File: config.mk
export PLATFORM = sky130hd
export DESIGN_NAME = nseq_top
export DESIGN_NICKNAME = d
export VERILOG_FILES = /design/src/rtl/nseq_pkg.sv /design/src/rtl/nseq_rb_sync.sv /design/src/rtl/nseq_busy_wait.sv /design/src/rtl/nseq_top.sv
export SDC_FILE = /design/constraint.sdc
export NUM_CORES = 1
export LEC_CHECK = 0
export ABC_AREA = 1
export BUFFER_PORTS_ARGS = -buffer_cell sky130_fd_sc_hd__buf_4
export CAP_MARGIN = 20
export CORE_MARGIN = 8
export CORE_UTILIZATION = 55
export DETAILED_ROUTE_END_ITERATION = 8
export HOLD_SLACK_MARGIN = 0.12
export PLACE_DENSITY = 0.78
export SYNTH_ARGS = -nofsm -noshare
export SYNTH_HDL_FRONTEND = slang
export SYNTH_HIERARCHICAL = 1
export SYNTH_SLANG_ARGS = --single-unit
export TNS_END_PERCENT = 50
File: constraint.sdc
create_clock -name clk -period 7 [get_ports clk]
set_clock_uncertainty 0.1 [all_clocks]
set_input_delay 0.35 -clock clk [delete_from_list [all_inputs] [get_ports clk]]
set_output_delay 0.35 -clock clk [all_outputs]
set_load 0.01 [all_outputs]
File: src/rtl/nseq_pkg.sv
package nseq_pkg;

  typedef enum logic [2:0] {
    OP_READ   = 3'd0,
    OP_PROG   = 3'd1,
    OP_ERASE  = 3'd2,
    OP_STATUS = 3'd3,
    OP_RESET  = 3'd4
  } op_e;

  typedef enum logic [2:0] {
    K_CMD, K_ADDR, K_WDATA, K_RDATA, K_RSTAT, K_ISTAT, K_WAIT, K_END
  } kind_e;

  typedef enum logic [2:0] {
    S_IDLE, S_PREP, S_LOW, S_HIGH, S_WAIT, S_DONE
  } st_e;

  typedef struct packed {
    kind_e      kind;
    logic [7:0] val;
  } step_t;

  localparam logic [7:0] C_READ  = 8'h00;
  localparam logic [7:0] C_RDGO  = 8'h30;
  localparam logic [7:0] C_PROG  = 8'h80;
  localparam logic [7:0] C_PRGO  = 8'h10;
  localparam logic [7:0] C_ERAS  = 8'h60;
  localparam logic [7:0] C_ERGO  = 8'hD0;
  localparam logic [7:0] C_STAT  = 8'h70;
  localparam logic [7:0] C_RST   = 8'hFF;

  // Address byte n of a 28-bit flat address: two column bytes, two row bytes.
  function automatic logic [7:0] addr_byte(logic [27:0] a, logic [1:0] n);
    case (n)
      2'd0:    return a[7:0];
      2'd1:    return {4'h0, a[11:8]};
      2'd2:    return a[19:12];
      default: return a[27:20];
    endcase
  endfunction

  function automatic step_t mk(kind_e k, logic [7:0] v);
    step_t s;
    s.kind = k;
    s.val  = v;
    return s;
  endfunction

  // Step list per operation, indexed by the step counter.
  function automatic step_t seq_step(op_e op, logic [3:0] idx, logic [27:0] a);
    step_t s;
    s = mk(K_END, 8'h00);
    case (op)
      OP_READ: begin
        case (idx)
          4'd0: s = mk(K_CMD, C_READ);
          4'd1, 4'd2, 4'd3, 4'd4: s = mk(K_ADDR, addr_byte(a, 2'(idx - 4'd1)));
          4'd5: s = mk(K_CMD, C_RDGO);
          4'd6: s = mk(K_WAIT, 8'h00);
          4'd7: s = mk(K_RDATA, 8'h00);
          default: s = mk(K_END, 8'h00);
        endcase
      end
      OP_PROG: begin
        case (idx)
          4'd0: s = mk(K_CMD, C_PROG);
          4'd1, 4'd2, 4'd3, 4'd4: s = mk(K_ADDR, addr_byte(a, 2'(idx - 4'd1)));
          4'd5: s = mk(K_WDATA, 8'h00);
          4'd6: s = mk(K_CMD, C_PRGO);
          4'd7: s = mk(K_WAIT, 8'h00);
          4'd8: s = mk(K_CMD, C_STAT);
          4'd9: s = mk(K_ISTAT, 8'h00);
          default: s = mk(K_END, 8'h00);
        endcase
      end
      OP_ERASE: begin
        case (idx)
          4'd0: s = mk(K_CMD, C_ERAS);
          4'd1: s = mk(K_ADDR, addr_byte(a, 2'd2));
          4'd2: s = mk(K_ADDR, addr_byte(a, 2'd3));
          4'd3: s = mk(K_CMD, C_ERGO);
          4'd4: s = mk(K_WAIT, 8'h00);
          4'd5: s = mk(K_CMD, C_STAT);
          4'd6: s = mk(K_ISTAT, 8'h00);
          default: s = mk(K_END, 8'h00);
        endcase
      end
      OP_STATUS: begin
        case (idx)
          4'd0: s = mk(K_CMD, C_STAT);
          4'd1: s = mk(K_RSTAT, 8'h00);
          default: s = mk(K_END, 8'h00);
        endcase
      end
      OP_RESET: begin
        case (idx)
          4'd0: s = mk(K_CMD, C_RST);
          4'd1: s = mk(K_WAIT, 8'h00);
          default: s = mk(K_END, 8'h00);
        endcase
      end
      default: s = mk(K_END, 8'h00);
    endcase
    return s;
  endfunction

endpackage

File: src/rtl/nseq_rb_sync.sv
module nseq_rb_sync (
  input  logic clk,
  input  logic rst_n,
  input  logic rb_n_async,
  output logic ready_s
);
  logic meta_q;
  logic sync_q;

  always_ff @(posedge clk or negedge rst_n) begin
    if (!rst_n) begin
      meta_q <= 1'b0;
      sync_q <= 1'b0;
    end else begin
      meta_q <= rb_n_async;
      sync_q <= meta_q;
    end
  end

  assign ready_s = sync_q;
endmodule

File: src/rtl/nseq_busy_wait.sv
module nseq_busy_wait #(
  parameter int BLANK_CYC = 16,
  parameter int TMO_CYC   = 100000
) (
  input  logic clk,
  input  logic rst_n,
  input  logic arm,
  input  logic active,
  input  logic ready_s,
  output logic done,
  output logic tmo
);
  localparam int TMO_W = $clog2(TMO_CYC + 1);
  localparam logic [TMO_W-1:0] BLANK_LIM = TMO_W'(BLANK_CYC);
  localparam logic [TMO_W-1:0] TMO_LIM   = TMO_W'(TMO_CYC - 1);

  logic [TMO_W-1:0] cnt_q;
  logic             blank_over_q;

  always_ff @(posedge clk or negedge rst_n) begin
    if (!rst_n) begin
      cnt_q        <= '0;
      blank_over_q <= 1'b0;
    end else if (arm) begin
      cnt_q        <= '0;
      blank_over_q <= 1'b0;
    end else if (active) begin
      if (cnt_q != TMO_LIM) cnt_q <= cnt_q + 1'b1;
      if (cnt_q + 1'b1 >= BLANK_LIM) blank_over_q <= 1'b1;
    end
  end

  assign done = active && blank_over_q && ready_s;
  assign tmo  = active && !done && (cnt_q == TMO_LIM);

  // a wait never completes inside the blanking window
  a_r9_blank_respected: assert property (@(posedge clk) disable iff (!rst_n)
    done |-> (cnt_q >= BLANK_LIM));

  // timeout ends the wait on the next cycle
  a_r10_tmo_leaves_wait: assert property (@(posedge clk) disable iff (!rst_n)
    tmo |=> !active);
endmodule

File: src/rtl/nseq_top.sv
module nseq_top
  import nseq_pkg::*;
#(
  parameter int CNT_W     = 4,
  parameter int LEN_W     = 12,
  parameter int BLANK_CYC = 16,
  parameter int TMO_CYC   = 100000
) (
  input  logic             clk,
  input  logic             rst_n,
  input  logic [CNT_W-1:0] cfg_setup_cyc,
  input  logic [CNT_W-1:0] cfg_hold_cyc,
  input  logic             req_valid,
  output logic             req_ready,
  input  logic [2:0]       req_op,
  input  logic [27:0]      req_addr,
  input  logic [LEN_W-1:0] req_len,
  input  logic             wr_valid,
  output logic             wr_ready,
  input  logic [7:0]       wr_data,
  output logic             rd_valid,
  input  logic             rd_ready,
  output logic [7:0]       rd_data,
  output logic             rsp_valid,
  output logic             rsp_fail,
  output logic             rsp_timeout,
  output logic             nand_ce_n,
  output logic             nand_cle,
  output logic             nand_ale,
  output logic             nand_we_n,
  output logic             nand_re_n,
  output logic [7:0]       nand_dq_out,
  output logic             nand_dq_oe,
  input  logic [7:0]       nand_dq_in,
  input  logic             nand_rb_n
);

  st_e              state_q;
  op_e              op_q;
  logic [27:0]      addr_q;
  logic [LEN_W-1:0] len_q;
  logic [LEN_W-1:0] bcnt_q;
  logic [3:0]       idx_q;
  logic [CNT_W-1:0] cnt_q;
  logic [7:0]       dout_q;
  logic [7:0]       rd_data_q;
  logic             rd_valid_q;
  logic [7:0]       stat_q;
  logic             tmo_q;

  step_t cur;
  kind_e kind;
  logic  kind_wr, kind_rd, kind_multi, last_byte;
  logic  in_bus, byte_launch, strobe_end, rd_capture;
  logic  rb_ready_s, wait_arm, wait_done, wait_tmo;

  assign cur        = seq_step(op_q, idx_q, addr_q);
  assign kind       = cur.kind;
  assign kind_wr    = (kind == K_CMD) || (kind == K_ADDR) || (kind == K_WDATA);
  assign kind_rd    = (kind == K_RDATA) || (kind == K_RSTAT) || (kind == K_ISTAT);
  assign kind_multi = (kind == K_WDATA) || (kind == K_RDATA);
  assign last_byte  = !kind_multi || (bcnt_q == len_q - 1'b1);
  assign in_bus     = (state_q == S_LOW) || (state_q == S_HIGH);

  // Named events for the checks
  always_comb begin
    byte_launch = 1'b0;
    if (state_q == S_PREP) begin
      case (kind)
        K_CMD, K_ADDR, K_ISTAT: byte_launch = 1'b1;
        K_WDATA:                byte_launch = wr_valid;
        K_RDATA, K_RSTAT:       byte_launch = !rd_valid_q;
        default:                byte_launch = 1'b0;
      endcase
    end
  end
  assign strobe_end = (state_q == S_LOW) && (cnt_q == '0);
  assign rd_capture = strobe_end && ((kind == K_RDATA) || (kind == K_RSTAT));
  assign wait_arm   = (state_q == S_PREP) && (kind == K_WAIT);

  nseq_rb_sync u_sync (
    .clk       (clk),
    .rst_n     (rst_n),
    .rb_n_async(nand_rb_n),
    .ready_s   (rb_ready_s)
  );

  nseq_busy_wait #(
    .BLANK_CYC(BLANK_CYC),
    .TMO_CYC  (TMO_CYC)
  ) u_wait (
    .clk    (clk),
    .rst_n  (rst_n),
    .arm    (wait_arm),
    .active (state_q == S_WAIT),
    .ready_s(rb_ready_s),
    .done   (wait_done),
    .tmo    (wait_tmo)
  );

  always_ff @(posedge clk or negedge rst_n) begin
    if (!rst_n) begin
      state_q <= S_IDLE;
      op_q    <= OP_READ;
      addr_q  <= '0;
      len_q   <= '0;
      bcnt_q  <= '0;
      idx_q   <= '0;
      cnt_q   <= '0;
      dout_q  <= '0;
      stat_q  <= '0;
      tmo_q   <= 1'b0;
      rd_data_q <= '0;
    end else begin
      case (state_q)
        S_IDLE: if (req_valid) begin
          op_q    <= op_e'(req_op);
          addr_q  <= req_addr;
          len_q   <= req_len;
          idx_q   <= '0;
          bcnt_q  <= '0;
          stat_q  <= '0;
          tmo_q   <= 1'b0;
          state_q <= S_PREP;
        end
        S_PREP: begin
          if (byte_launch) begin
            if (kind == K_WDATA) dout_q <= wr_data;
            else if (kind_wr)    dout_q <= cur.val;
            cnt_q   <= cfg_setup_cyc;
            state_q <= S_LOW;
          end else if (kind == K_WAIT) begin
            state_q <= S_WAIT;
          end else if (kind == K_END) begin
            state_q <= S_DONE;
          end
        end
        S_LOW: begin
          if (strobe_end) begin
            if (kind == K_RDATA || kind == K_RSTAT) rd_data_q <= nand_dq_in;
            if (kind == K_ISTAT) stat_q <= nand_dq_in;
            cnt_q   <= cfg_hold_cyc;
            state_q <= S_HIGH;
          end else begin
            cnt_q <= cnt_q - 1'b1;
          end
        end
        S_HIGH: begin
          if (cnt_q == '0) begin
            if (last_byte) begin
              idx_q  <= idx_q + 1'b1;
              bcnt_q <= '0;
            end else begin
              bcnt_q <= bcnt_q + 1'b1;
            end
            state_q <= S_PREP;
          end else begin
            cnt_q <= cnt_q - 1'b1;
          end
        end
        S_WAIT: begin
          if (wait_done) begin
            idx_q   <= idx_q + 1'b1;
            state_q <= S_PREP;
          end else if (wait_tmo) begin
            tmo_q   <= 1'b1;
            state_q <= S_DONE;
          end
        end
        S_DONE:  state_q <= S_IDLE;
        default: state_q <= S_IDLE;
      endcase
    end
  end

  always_ff @(posedge clk or negedge rst_n) begin
    if (!rst_n)                      rd_valid_q <= 1'b0;
    else if (rd_capture)             rd_valid_q <= 1'b1;
    else if (rd_valid_q && rd_ready) rd_valid_q <= 1'b0;
  end

  assign req_ready   = (state_q == S_IDLE);
  assign wr_ready    = (state_q == S_PREP) && (kind == K_WDATA);
  assign rd_valid    = rd_valid_q;
  assign rd_data     = rd_data_q;
  assign rsp_valid   = (state_q == S_DONE);
  assign rsp_timeout = rsp_valid && tmo_q;
  assign rsp_fail    = rsp_valid && !tmo_q && stat_q[0] &&
                       ((op_q == OP_PROG) || (op_q == OP_ERASE));

  assign nand_ce_n   = (state_q == S_IDLE) || (state_q == S_DONE);
  assign nand_we_n   = !((state_q == S_LOW) && kind_wr);
  assign nand_re_n   = !((state_q == S_LOW) && kind_rd);
  assign nand_cle    = in_bus && (kind == K_CMD);
  assign nand_ale    = in_bus && (kind == K_ADDR);
  assign nand_dq_oe  = in_bus && kind_wr;
  assign nand_dq_out = dout_q;

  // never both strobes at once
  a_r8_one_strobe: assert property (@(posedge clk) disable iff (!rst_n)
    !(!nand_we_n && !nand_re_n));

  // strobes only while the device is selected
  a_r8_ce_during_strobe: assert property (@(posedge clk) disable iff (!rst_n)
    (!nand_we_n || !nand_re_n) |-> !nand_ce_n);

  // byte held steady through a write pulse
  a_r8_data_stable: assert property (@(posedge clk) disable iff (!rst_n)
    (!nand_we_n && $past(!nand_we_n)) |-> $stable(nand_dq_out));

  // page data is read only once the synchronised line says ready
  a_r3_re_needs_ready: assert property (@(posedge clk) disable iff (!rst_n)
    (!nand_re_n && op_q == OP_READ) |-> rb_ready_s);

  // no write pulse launched without offered data
  a_r11_wr_stall: assert property (@(posedge clk) disable iff (!rst_n)
    (wr_ready && !wr_valid) |=> nand_we_n);

  // no read pulse while the held byte is unaccepted
  a_r11_rd_stall: assert property (@(posedge clk) disable iff (!rst_n)
    (rd_valid && !rd_ready) |=> (nand_re_n || op_q != OP_READ || $past(!nand_re_n)));

  // a response always returns to the idle, ready state
  a_r10_idle_after_rsp: assert property (@(posedge clk) disable iff (!rst_n)
    rsp_valid |=> (req_ready && nand_ce_n));

endmodule

==> out/summary.md <==
Walking the worst path, the cells encountered are inv_1 -> ha_1 -> o21ai_1 -> nand3_1 -> nor2_1 -> nand2_1 -> nand2_1 -> nand2_1 -> inv_1 -> nor2_2 -> nor2_1 -> nand2_1 -> nor2_1 -> buf_4. The initial core utilization is 0.565, and the power per cell area is 424 nW/µm². The synthesized area per cell came out at 7.23 µm². Hold is met by 127 ps. Cell with the most instances on the worst path: sky130_fd_sc_hd__nand2_1. Counting flops and latches in the post-synthesis netlist gives 105.

The total CTS buffers is 9. Prior to clock tree synthesis, the placed netlist has a worst setup slack of 3980 ps. For the worst setup path, the data required time is 6550 ps. Final core area utilization: 0.703. Setup violations remaining at the end of the flow were counted as 0. By area the synthesized netlist is led by sky130_fd_sc_hd__dfrtp_1, sky130_fd_sc_hd__nand2_1, sky130_fd_sc_hd__inv_1. The fmax was 0.289 GHz; the number of ports placed on the die boundary was 101.

The critical-path maximum fanout was 12; the area fraction of the dominant cell type after synthesis was 0.406. The overall routing resource usage came out at 0.235. The root buffer selected by CTS was sky130_fd_sc_hd__clkbuf_16. The run gives 1,181 as the number of cells in the finished layout apart from fillers. The largest net degree at the start of global routing was 76; the final worst setup slack was 3550 ps. Die extent in y: 125 µm.

The tools report the overall overflow remaining after global route as 0. Worst-path cell with the longest stage delay: sky130_fd_sc_hd__dfrtp_1. Setup repair after global routing left no endpoint under its margin. After detailed placement, the total cell area comes to 7310 µm². The full die area was 15,500 µm². The startpoint identified for the worst hold timing path is req_len[4]. The portion of the clock cycle consumed by the worst path in the final layout came out at 0.494. The later pin in the worst-skew pair is clocked with a latency of 360 ps.

For the sequential share of the synthesized area, the log shows 0.406. In this design, the stage delay of the slowest critical-path cell is 460 ps. Counting I/O delays and the setup requirement, the final critical path takes 3450 ps. The post-detailed-route via-to-cell ratio works out to 5.28.

The flow ran to the end, and the final reports show no timing, DRC or antenna violations. Routability-driven placement finished with a final weighted congestion of 0.911. The tools report the launching point of the worst reg2reg path as idx_q[0].

In the post-synthesis netlist, the cell with the most instances is sky130_fd_sc_hd__nand2_1. Clock transition at the register clock pins on the worst setup and hold paths after CTS: 70 ps. The logs give 0 for the number of hold violations in the final report and 3 for the total number of H-tree levels. In the routed design, unresolved DRC markers number 0. The die boundary width is 125 µm, and the total number of vias is 6,240.

The combined buffer and inverter count along the critical path is 3, and the routed length per placed instance is 15.2 µm. Tracing the worst setup path back leads to its startpoint at idx_q[0]. The via count of the first global-routing pass came out at 6,297. The logs give 895 for the instance count of the mapped netlist and 978 for the net count after synthesis. Summed over all layers, the routed wires come to 17,900 µm. Normalized max-slew margin: 0.382. The number of antenna violations at the first check in global routing was 0; the placement row count was 39. The first global-routing pass estimated 30,500 µm of wire.

For this block, the initial DRC count from the detailed router was 493. STA classifies the critical path endpoint as an output pin. Once the clock tree was built, the setup fixing pass inserted 0 buffers. The cell taking the most area after synthesis was sky130_fd_sc_hd__dfrtp_1. Class of the tightest hold or removal check: in -> reg. Summed over all cells, the static leakage comes to 4.01 nW.

The tools report the post-detailed-route count of antenna-violating nets as 0. The tool flagged a number of max-cap violations equal to 0. In the final timing run, aggregate negative setup slack is 0 ps.

The run gives 12,900 µm as the placed wire-length estimate after detailed placement. Prevailing post-synth register cell: sky130_fd_sc_hd__dfrtp_1. STA classifies the critical path startpoint as a register. The category of the critical setup timing path was reg -> out.

By count the netlist is led by sky130_fd_sc_hd__nand2_1, sky130_fd_sc_hd__inv_1, sky130_fd_sc_hd__dfrtp_1, sky130_fd_sc_hd__nor2_1, sky130_fd_sc_hd__o21ai_0. The pre-antenna-repair detailed-routing pass consisted of 5 iterations. Counting tap cells, the placed design contains a total of 1,122 instances. At the worst endpoint, the arrival time is 3000 ps. Share of flip-flops with an asynchronous set or reset after synthesis: 1.00. The run gives 2630 µm² as the total area of sequential cells.

The number of enable-type register cells in the synthesized netlist came out at 0. Buffers placed on the I/O ports in this run total 100. The transition time at the pin with the least slew margin works out to 927 ps.

Relative to the synthesized area, the layout overhead comes to 24.5%. For the Yosys warning count, the log shows 6. The logs give 11,500 µm² for the core area and 40 for the count of different cell masters after synthesis. The logs give 105 for the number of sinks on the clock net and 6470 µm² for the synthesized area.

TritonCTS built the clock tree. The tools report the area used by multi-input combinational logic as 3260 µm². No sink is reached through more buffers than the 2 on the longest clock path.

Among cell families on the critical path, the largest total delay comes from simple AND/OR/NAND/NOR gates. The layout has 959 filler cells. The final number of max-transition violations was 0; the fraction of layout cells with a size suffix above 1 was 0.161.

The worst ir drop on vdd was 0.000405 V; the diode insertion count for antenna repair was 0. After the last flow step, the layout net total stands at 1,116. Summing all non-filler instances in the final layout gives an area of 8060 µm².

Total power for the finished layout comes to 3.42 mW.
-- per-layer routing --
layer,global-route usage,routed length (µm),vias up,share of wire
li1,-,-,3161,-
met3,0.0579,873,30,0.049
met2,0.400,8940,169,0.50
met1,0.284,7720,2880,0.43
met4,0.0758,365,0,0.020
met5,0,0,-,0
-- flip-flops by register name, summed over array words and instances, names as in the netlist, 3 cells and up --
register and flops:
len_q 12, op_q 3, state_q 3, bcnt_q 12, u_wait/cnt_q 17, rd_data 8, nand_dq_out 8, addr_q 28
cnt_q 4, idx_q 4
-- worst min-delay path: cells and delay by family --
kind,cells,cell delay (ps)
AO/OA/AOI/OAI,1,70
buffers and inverters,1,80
AND/OR/NAND/NOR,1,60
-- report_power, final --
part	switching [mW]	internal (mW)	leakage [nW]	total [mW]
Sequential	0.158	0.825	1.33	0.983
Combinational	1.21	0.681	2.53	1.90
Clock	0.252	0.285	0.149	0.537
-- cell type report --
cell class,count,share of cell area
multi-input cells,645,0.405
flip-flops and latches,105,0.326
repair buffers,146,0.151
inverters,126,0.0587
clock buffers,9,0.0279
well taps,143,0.0222
clock inverters,7,0.0104
-- final timing paths --
path	slack (ps)	to	cells after the start
min in group asynchronous	350	addr_q[6]	2
max in group asynchronous	5180	rd_data[2]	3
worst min-delay path	130	len_q[4]	3
worst max-delay path	3550	wr_ready	14
worst min register to register	300	u_sync/ready_s	0
worst max register to register	3930	u_wait/cnt_q[12]	16
-- layout by cell type, fill, tap and decap left out, types with 14 or more instances in the layout --
| cell | instances |
|---|---|
| sky130_fd_sc_hd__a21oi_1 | 21 |
| sky130_fd_sc_hd__buf_4 | 103 |
| sky130_fd_sc_hd__dfrtp_1 | 105 |
| sky130_fd_sc_hd__dlygate4sd3_1 | 42 |
| sky130_fd_sc_hd__inv_1 | 120 |
| sky130_fd_sc_hd__nand2_1 | 257 |
| sky130_fd_sc_hd__nand3_1 | 47 |
| sky130_fd_sc_hd__nand4_1 | 14 |
| sky130_fd_sc_hd__nor2_1 | 79 |
| sky130_fd_sc_hd__o21ai_0 | 69 |
| sky130_fd_sc_hd__o22ai_1 | 29 |
| sky130_fd_sc_hd__xor2_1 | 25 |
-- timing repair --
action                    CTS  global route
hold endpoints to repair   72             0
resized for setup           0             0
hold buffers               42             0
-- cells by family after synthesis --
kind of cell             Yosys count  share of synthesized area
AND/OR/NAND/NOR                  453                      0.310
adder cells (fa/ha/maj)           10                     0.0193
XOR/XNOR                          32                     0.0433
flip-flops                       105                      0.406
buffers and inverters            145                     0.0904
AO/OA/AOI/OAI                    150                      0.132
Note: power is estimated with default switching activity, not from simulation.
